[config.mk]
export PLATFORM = sky130hd
export DESIGN_NAME = irq_stack_seq
export DESIGN_NICKNAME = d
export VERILOG_FILES = /design/src/rtl/irq_seq_pkg.sv /design/src/rtl/irq_qual_prio.sv /design/src/rtl/irq_vec_gen.sv /design/src/rtl/irq_ctx_file.sv /design/src/rtl/irq_stack_seq.sv
export SDC_FILE = /design/constraint.sdc
export NUM_CORES = 1
export LEC_CHECK = 0
export BUFFER_PORTS_ARGS = -buffer_cell sky130_fd_sc_hd__buf_2
export CORE_ASPECT_RATIO = 0.7
export CORE_MARGIN = 10
export CORE_UTILIZATION = 50
export CTS_CLUSTER_DIAMETER = 50
export DETAILED_ROUTE_END_ITERATION = 12
export GPL_ROUTABILITY_DRIVEN = 0
export PLACE_DENSITY_LB_ADDON = 0.08
export SYNTH_ARGS = -nofsm -noshare
export SYNTH_HDL_FRONTEND = slang
export SYNTH_SLANG_ARGS = --single-unit
[constraint.sdc]
create_clock -name clk -period 2.5 [get_ports clk]
set_input_delay 0.125 -clock clk [delete_from_list [all_inputs] [get_ports clk]]
set_output_delay 0.125 -clock clk [all_outputs]
set_load 0.02 [all_outputs]
[src/rtl/irq_seq_pkg.sv]
package irq_seq_pkg;

  localparam int MASK_BIT = 3;

  typedef enum logic [3:0] {
    ST_IDLE,
    ST_PUSH_PCL,
    ST_PUSH_PCH,
    ST_PUSH_X,
    ST_PUSH_A,
    ST_PUSH_CCR,
    ST_VEC_HI,
    ST_VEC_LO,
    ST_ENTER,
    ST_POP_CCR,
    ST_POP_A,
    ST_POP_X,
    ST_POP_PCH,
    ST_POP_PCL,
    ST_RESUME
  } seq_state_e;

  typedef struct packed {
    logic snap;
    logic sp_dec;
    logic sp_inc;
    logic ld_ccr;
    logic ld_a;
    logic ld_x;
    logic ld_pch;
    logic ld_pcl;
    logic set_mask;
  } ctx_ctl_t;

endpackage

[src/rtl/irq_qual_prio.sv]
module irq_qual_prio #(
  parameter int N_SRC = 4,
  localparam int SRC_W = (N_SRC > 1) ? $clog2(N_SRC) : 1
) (
  input  logic [N_SRC-1:0] req,
  input  logic [N_SRC-1:0] en,
  input  logic             mask,
  output logic             any,
  output logic [SRC_W-1:0] idx
);

  logic [N_SRC-1:0] qual;

  for (genvar g = 0; g < N_SRC; g++) begin : g_qual
    assign qual[g] = req[g] & en[g] & ~mask;
  end

  // Scan downward so the lowest qualified index is the last one written.
  always_comb begin
    idx = '0;
    for (int i = N_SRC - 1; i >= 0; i--) begin
      if (qual[i]) idx = SRC_W'(i);
    end
  end

  assign any = |qual;

endmodule

[src/rtl/irq_vec_gen.sv]
module irq_vec_gen #(
  parameter int            N_SRC    = 4,
  parameter int            AW       = 16,
  parameter logic [AW-1:0] VEC_BASE = 16'hFFFC,
  localparam int SRC_W = (N_SRC > 1) ? $clog2(N_SRC) : 1
) (
  input  logic [SRC_W-1:0] src,
  input  logic             lo_sel,
  output logic [AW-1:0]    addr
);

  logic [AW-1:0] slot_off;

  assign slot_off = AW'({src, 1'b0});
  assign addr     = VEC_BASE - slot_off + AW'(lo_sel);

endmodule

[src/rtl/irq_ctx_file.sv]
module irq_ctx_file
  import irq_seq_pkg::*;
#(
  parameter int DW = 8,
  parameter int AW = 16
) (
  input  logic          clk,
  input  logic          rst_n,
  input  ctx_ctl_t      ctl,
  input  logic [DW-1:0] ccr_in,
  input  logic [DW-1:0] a_in,
  input  logic [DW-1:0] x_in,
  input  logic [AW-1:0] pc_in,
  input  logic [AW-1:0] sp_in,
  input  logic [DW-1:0] rdata,
  output logic [DW-1:0] ccr_q,
  output logic [DW-1:0] a_q,
  output logic [DW-1:0] x_q,
  output logic [AW-1:0] pc_q,
  output logic [AW-1:0] sp_q
);

  localparam int PH = AW - DW;

  logic [DW-1:0] ccr_d, a_d, x_d;
  logic [AW-1:0] pc_d, sp_d;
  logic          ccr_en, a_en, x_en, pc_en, sp_en;

  always_comb begin
    ccr_en = ctl.snap | ctl.ld_ccr | ctl.set_mask;
    if (ctl.snap)        ccr_d = ccr_in;
    else if (ctl.ld_ccr) ccr_d = rdata;
    else begin
      ccr_d           = ccr_q;
      ccr_d[MASK_BIT] = 1'b1;
    end

    a_en = ctl.snap | ctl.ld_a;
    a_d  = ctl.snap ? a_in : rdata;

    x_en = ctl.snap | ctl.ld_x;
    x_d  = ctl.snap ? x_in : rdata;

    pc_en = ctl.snap | ctl.ld_pch | ctl.ld_pcl;
    if (ctl.snap)        pc_d = pc_in;
    else if (ctl.ld_pch) pc_d = {rdata[PH-1:0], pc_q[DW-1:0]};
    else                 pc_d = {pc_q[AW-1:DW], rdata};

    sp_en = ctl.snap | ctl.sp_dec | ctl.sp_inc;
    if (ctl.snap)        sp_d = sp_in;
    else if (ctl.sp_dec) sp_d = sp_q - AW'(1);
    else                 sp_d = sp_q + AW'(1);
  end

  always_ff @(posedge clk or negedge rst_n) begin
    if (!rst_n) begin
      ccr_q           <= '0;
      ccr_q[MASK_BIT] <= 1'b1;
      a_q             <= '0;
      x_q             <= '0;
      pc_q            <= '0;
      sp_q            <= '0;
    end else begin
      if (ccr_en) ccr_q <= ccr_d;
      if (a_en)   a_q   <= a_d;
      if (x_en)   x_q   <= x_d;
      if (pc_en)  pc_q  <= pc_d;
      if (sp_en)  sp_q  <= sp_d;
    end
  end

endmodule

[src/rtl/irq_stack_seq.sv]
module irq_stack_seq
  import irq_seq_pkg::*;
#(
  parameter int            N_SRC    = 4,
  parameter int            DW       = 8,
  parameter int            AW       = 16,
  parameter logic [AW-1:0] VEC_BASE = 16'hFFFC,
  localparam int SRC_W = (N_SRC > 1) ? $clog2(N_SRC) : 1
) (
  input  logic             clk,
  input  logic             rst_n,
  input  logic [N_SRC-1:0] irq_req,
  input  logic [N_SRC-1:0] irq_en,
  input  logic             insn_done,
  input  logic             insn_is_rti,
  input  logic [DW-1:0]    ccr_in,
  input  logic [DW-1:0]    a_in,
  input  logic [DW-1:0]    x_in,
  input  logic [AW-1:0]    pc_in,
  input  logic [AW-1:0]    sp_in,
  input  logic [DW-1:0]    bus_rdata,
  output logic [AW-1:0]    bus_addr,
  output logic [DW-1:0]    bus_wdata,
  output logic             bus_we,
  output logic             bus_re,
  output logic             busy,
  output logic             resume,
  output logic             ctx_load,
  output logic             ctx_svc,
  output logic [SRC_W-1:0] svc_src,
  output logic [DW-1:0]    ccr_out,
  output logic [DW-1:0]    a_out,
  output logic [DW-1:0]    x_out,
  output logic [AW-1:0]    pc_out,
  output logic [AW-1:0]    sp_out
);

  localparam int PH = AW - DW;

  seq_state_e       state_q, state_d;
  logic [SRC_W-1:0] src_q;
  logic [SRC_W-1:0] win_idx;
  logic             win_any;
  logic             mask_sel;
  logic             take;
  logic             src_en;
  ctx_ctl_t         ctl;
  logic [AW-1:0]    vec_addr;
  logic             vec_lo;

  // The return path re-arbitrates with the mask bit just restored from the stack.
  assign mask_sel = (state_q == ST_POP_PCL) ? ccr_out[MASK_BIT] : ccr_in[MASK_BIT];

  irq_qual_prio #(.N_SRC(N_SRC)) u_prio (
    .req  (irq_req),
    .en   (irq_en),
    .mask (mask_sel),
    .any  (win_any),
    .idx  (win_idx)
  );

  assign vec_lo = (state_q == ST_VEC_LO);

  irq_vec_gen #(.N_SRC(N_SRC), .AW(AW), .VEC_BASE(VEC_BASE)) u_vec (
    .src    (src_q),
    .lo_sel (vec_lo),
    .addr   (vec_addr)
  );

  irq_ctx_file #(.DW(DW), .AW(AW)) u_ctx (
    .clk    (clk),
    .rst_n  (rst_n),
    .ctl    (ctl),
    .ccr_in (ccr_in),
    .a_in   (a_in),
    .x_in   (x_in),
    .pc_in  (pc_in),
    .sp_in  (sp_in),
    .rdata  (bus_rdata),
    .ccr_q  (ccr_out),
    .a_q    (a_out),
    .x_q    (x_out),
    .pc_q   (pc_out),
    .sp_q   (sp_out)
  );

  // Next-state logic
  always_comb begin
    state_d = state_q;
    take    = 1'b0;
    unique case (state_q)
      ST_IDLE: begin
        if (insn_done) begin
          if (insn_is_rti) begin
            state_d = ST_POP_CCR;
          end else if (win_any) begin
            state_d = ST_PUSH_PCL;
            take    = 1'b1;
          end
        end
      end
      ST_PUSH_PCL: state_d = ST_PUSH_PCH;
      ST_PUSH_PCH: state_d = ST_PUSH_X;
      ST_PUSH_X:   state_d = ST_PUSH_A;
      ST_PUSH_A:   state_d = ST_PUSH_CCR;
      ST_PUSH_CCR: state_d = ST_VEC_HI;
      ST_VEC_HI:   state_d = ST_VEC_LO;
      ST_VEC_LO:   state_d = ST_ENTER;
      ST_ENTER:    state_d = ST_IDLE;
      ST_POP_CCR:  state_d = ST_POP_A;
      ST_POP_A:    state_d = ST_POP_X;
      ST_POP_X:    state_d = ST_POP_PCH;
      ST_POP_PCH:  state_d = ST_POP_PCL;
      ST_POP_PCL: begin
        if (win_any) begin
          state_d = ST_PUSH_PCL;
          take    = 1'b1;
        end else begin
          state_d = ST_RESUME;
        end
      end
      ST_RESUME:   state_d = ST_IDLE;
      default:     state_d = ST_IDLE;
    endcase
  end

  // Context register controls
  always_comb begin
    ctl          = '0;
    ctl.snap     = (state_q == ST_IDLE) & insn_done & (insn_is_rti | win_any);
    ctl.sp_dec   = (state_q == ST_PUSH_PCL) | (state_q == ST_PUSH_PCH) |
                   (state_q == ST_PUSH_X)   | (state_q == ST_PUSH_A)   |
                   (state_q == ST_PUSH_CCR);
    ctl.sp_inc   = (state_q == ST_POP_CCR) | (state_q == ST_POP_A) |
                   (state_q == ST_POP_X)   | (state_q == ST_POP_PCH) |
                   (state_q == ST_POP_PCL);
    ctl.ld_ccr   = (state_q == ST_POP_CCR);
    ctl.ld_a     = (state_q == ST_POP_A);
    ctl.ld_x     = (state_q == ST_POP_X);
    ctl.ld_pch   = (state_q == ST_POP_PCH) | (state_q == ST_VEC_HI);
    ctl.ld_pcl   = (state_q == ST_POP_PCL) | (state_q == ST_VEC_LO);
    ctl.set_mask = (state_q == ST_VEC_HI);
  end

  // Bus drive
  always_comb begin
    bus_addr  = '0;
    bus_wdata = '0;
    bus_we    = 1'b0;
    bus_re    = 1'b0;
    unique case (state_q)
      ST_PUSH_PCL: begin bus_we = 1'b1; bus_addr = sp_out; bus_wdata = pc_out[DW-1:0]; end
      ST_PUSH_PCH: begin bus_we = 1'b1; bus_addr = sp_out; bus_wdata = DW'(pc_out[AW-1:AW-PH]); end
      ST_PUSH_X:   begin bus_we = 1'b1; bus_addr = sp_out; bus_wdata = x_out; end
      ST_PUSH_A:   begin bus_we = 1'b1; bus_addr = sp_out; bus_wdata = a_out; end
      ST_PUSH_CCR: begin bus_we = 1'b1; bus_addr = sp_out; bus_wdata = ccr_out; end
      ST_VEC_HI,
      ST_VEC_LO:   begin bus_re = 1'b1; bus_addr = vec_addr; end
      ST_POP_CCR,
      ST_POP_A,
      ST_POP_X,
      ST_POP_PCH,
      ST_POP_PCL:  begin bus_re = 1'b1; bus_addr = sp_out + AW'(1); end
      default:     begin bus_we = 1'b0; end
    endcase
  end

  assign busy     = (state_q != ST_IDLE);
  assign ctx_load = (state_q == ST_ENTER) | (state_q == ST_RESUME);
  assign ctx_svc  = (state_q == ST_ENTER);
  assign resume   = ctx_load |
                    ((state_q == ST_IDLE) & insn_done & ~insn_is_rti & ~win_any);
  assign src_en   = take;
  assign svc_src  = src_q;

  // State and winner registers
  always_ff @(posedge clk or negedge rst_n) begin
    if (!rst_n) begin
      state_q <= ST_IDLE;
      src_q   <= '0;
    end else begin
      state_q <= state_d;
      if (src_en) src_q <= win_idx;
    end
  end

endmodule

==> impl_metrics.yaml <==
run_status:
  status: "complete, no violations"
logic_synthesis:
  synth_compound_area_share_pct: 21.0
  synthTopCellsByArea: "dfrtp_1, mux2i_1, nand2_1"
  ys_seq_elements: 62
  yosysWarnings: 0
  synth-async-reset-ratio_pct: 100
  synth_xor_area_share_pct: 4.59
  syn_inst: 511
  synth_adder_area_share_pct: 0.856
  synth_area_um2: 4390
  synthMuxAreaShare_pct: 11.5
  seq_area_frac_synth_pct: 35.4
  synth_cell_types: 60
  synth_ff_type: "dfrtp_1"
  synth_top_family_by_area: "compound AO/OA/AOI/OAI gates"
  syn-num-nets: 590
  synth_top_cell_area_share_pct: 34.8
  avgSynthCellArea_um2: 8.58
  synthSimpleGateAreaFrac_pct: 20.5
  synth-edff-count: 0
  yosysTopAreaCell: "dfrtp_1"
critical_path:
  startpoint_type: "flip-flop"
  end_kind: "output port"
  r2r_end: "u_ctx.sp_q[14]$_DFFE_PN0P_"
  crit_type: "flip-flop to output port"
  worst-path-max-fanout: 18
  critical_path.startpoint: "state_q[3]$_DFFE_PN0P_"
  cp.required_ns: 2.38
  worstReg2RegStart: "u_ctx.sp_q[1]$_DFFE_PN0P_"
  r2r_setup_slack_ns: 0.18
  worst_r2r_path_depth: 7
  cp.arrival_ns: 2.24
global_route:
  grt_pass1_vias: 4563
  antenna_found_initial: 0
  grt_start_max_net_pins: 38
  gr-total-overflow: 0
  grt_pass1_wl_mm: 25.3
  gr-usage-all-layers_pct: 24.1
floorplan:
  io_pins: 164
  die-area_um2: 13000
  initial_core_util_pct: 51.5
  die_height_um: 98.4
  core_um2: 8510
  die_x_um: 132
  rows: 28
power:
  leakage_uw: 0.00274
  powerDensity_nw_per_um2: 1500
  ir_drop_mv: 0.749
timing:
  relSlewSlack_pct: 50.6
  max_freq_mhz: 424
  fin_worst_skew_ns: 0.00584
  fin_crit_sh_pct: 94.4
  tns_ns: 0
  slew_violations: 0
  fin_crit_ns: 2.36
  hold_slack_ns: 0.00351
  worst_pin_slew_ns: 0.738
  setup_viol: 0
  finalHoldViolCount: 0
  rsz0062_at_grt: "no"
  fin_ws_ns: 0.140
worst_hold_path:
  min_to: "u_ctx.a_q[5]$_DFFE_PN0P_"
  holdPathStages: 3
  hp-start: "a_in[5]"
  hold_class: "input port to flip-flop"
finish:
  diodes: 0
  syn2layout_area_growth_pct: 31.7
  drive_gt1_share_pct: 33.1
  utilization_pct: 67.8
  finalNetCount: 759
clock_network:
  ctsRootBufferMaster: "clkbuf_16"
  clkSlewWorstSetupHoldPaths_ns: 0.06
  clock_latency_ns: 0.33
  cts-htree-levels: 3
  cts_tree: "done"
  cts.sinks: 62
  clk_path_buf_depth: 2
  numCtsBuffers: 9
route:
  routed_wl_mm: 16.5
  vias: 4739
  dr.pass1.iters: 5
  drc_errors: 0
  via_per_inst: 5.89
  postRouteAntennaNets: 0
  drtIter0Drc: 652
  wire_per_inst_um: 20.5
placement:
  numPortBuffers: 163
  post-place-ws_ns: 0.179
  dp_hpwl_mm: 12.4
flow_run:
  drv_cap: 0
==> cell type report <==
| type | instances | area [um2] |
|---|---|---|
| inverters | 9 | 33.8 |
| well taps | 120 | 150 |
| clock buffers | 9 | 225 |
| clock inverters | 7 | 75.1 |
| multi-input cells | 396 | 2570 |
| flip-flops and latches | 62 | 1560 |
| repair buffers | 202 | 1170 |
| fillers | 775 | 2740 |
==> synthesized netlist by cell type (3+ instances only) <==
cell	n
nand2_1	60
a22o_1	14
xor2_1	6
mux2i_1	47
buf_4	3
nand3_1	12
nor2_1	32
clkbuf_1	18
o21a_1	4
o31ai_1	4
dfrtp_1	61
ha_1	3
o21ai_1	5
buf_6	5
and3_1	5
buf_2	16
mux2_2	3
o21ai_0	40
nor4_1	11
nand4_1	10
o22ai_1	14
or3_1	7
or2_2	3
a21o_1	15
a22oi_1	3
and2_1	4
nor3_1	11
xnor2_1	17
inv_1	9
nand2b_1	6
a21oi_1	23
nor2b_1	5
==> sequential cells by signal, summed over array words and instances, names as in the netlist <==
register / flops
u_ctx.pc_q: 16
u_ctx.sp_q: 16
u_ctx.a_q: 8
u_ctx.ccr_q: 8
u_ctx.x_q: 8
state_q: 4
svc_src: 2
==> worst max path at each step <==
stage          slack [ns]                    endpoint  depth (start not counted)
3_3_place_gp         0.29  u_ctx.sp_q[14]$_DFFE_PN0P_                          7
3_5_place_dp         0.18  u_ctx.sp_q[14]$_DFFE_PN0P_                          7
5_1_grt              0.02                bus_addr[14]                          7
2_1_floorplan        0.21   u_ctx.sp_q[8]$_DFFE_PN0P_                          8
4_1_cts              0.06                bus_addr[15]                          6
6_report             0.14                bus_addr[14]                          7
==> logic make-up after synthesis <==
group	after synthesis
muxes	50
adders and majority gates	3
xor gates and xnor gates	23
DFF	62
AOI/OAI and AO/OA	142
and+or+nand+nor	178
buffers and inverters	53
==> what timing repair did <==
action | in CTS | in global routing
hold buffers | 12 | 0
resized for setup | 0 | 5
buffers inserted | 0 | 1
setup endpoints to repair | 0 | 10
endpoints found under the hold margin | 38 | 0
==> worst max-delay path, cell delays in order (launching register included) <==
cell and delay [ns]:
dfrtp_1 0.47, buf_4 0.28, and4_2 0.33, nand4_1 0.21
nor2_1 0.19, xnor2_1 0.13, o21ai_0 0.09, buf_2 0.20
==> report_power, final <==
part           total (uW)  internal, uW  switching (uW)  leakage [uW]
logic                5270          1960            3310       0.00185
registers            2120          1510             610      0.000750
clock network        1260           772             489      0.000138
==> stage by stage <==
stage | std cells | power (uW) | area [um2]
2_1_floorplan | 511 | 5510 | 4390
3_3_place_gp | 776 | 7180 | 5340
3_5_place_dp | 776 | 7300 | 5340
4_1_cts | 804 | 8610 | 5760
5_1_grt | 805 | 9170 | 5780
6_report | 805 | 8650 | 5780
==> cell usage in the layout (no fill, tap or decap), types with 3 or more instances in the layout <==
cell,instances
a21oi_1,23
dfrtp_1,59
o21ai_0,40
inv_1,9
xor2_1,6
o21a_1,4
or2_2,3
o31ai_1,4
a22o_1,14
a21o_1,15
and3_1,5
nor4_1,11
nand2_1,59
dlygate4sd3_1,12
nor2b_1,5
buf_4,24
buf_2,163
nand3_1,12
o22ai_1,14
nor3_1,11
clkbuf_16,9
mux2_2,3
clkinvlp_4,3
xnor2_1,17
or3_1,7
nand2b_1,6
and2_1,4
mux2i_1,47
o21ai_1,5
ha_1,3
nor2_1,32
nand4_1,10
a22oi_1,3
==> layer usage <==
metal / track usage [%] / vias to the layer above / routed length (um) / share of wire, %
li1: - / 2196 / - / -
met1: 34.1 / 2267 / 7300 / 44
met2: 34.8 / 253 / 7190 / 44
met3: 7.83 / 23 / 1790 / 11
met4: 5.20 / 0 / 184 / 1.1
met5: 0 / - / 0 / 0
No activity file was read; power rests on OpenSTA's default activity.
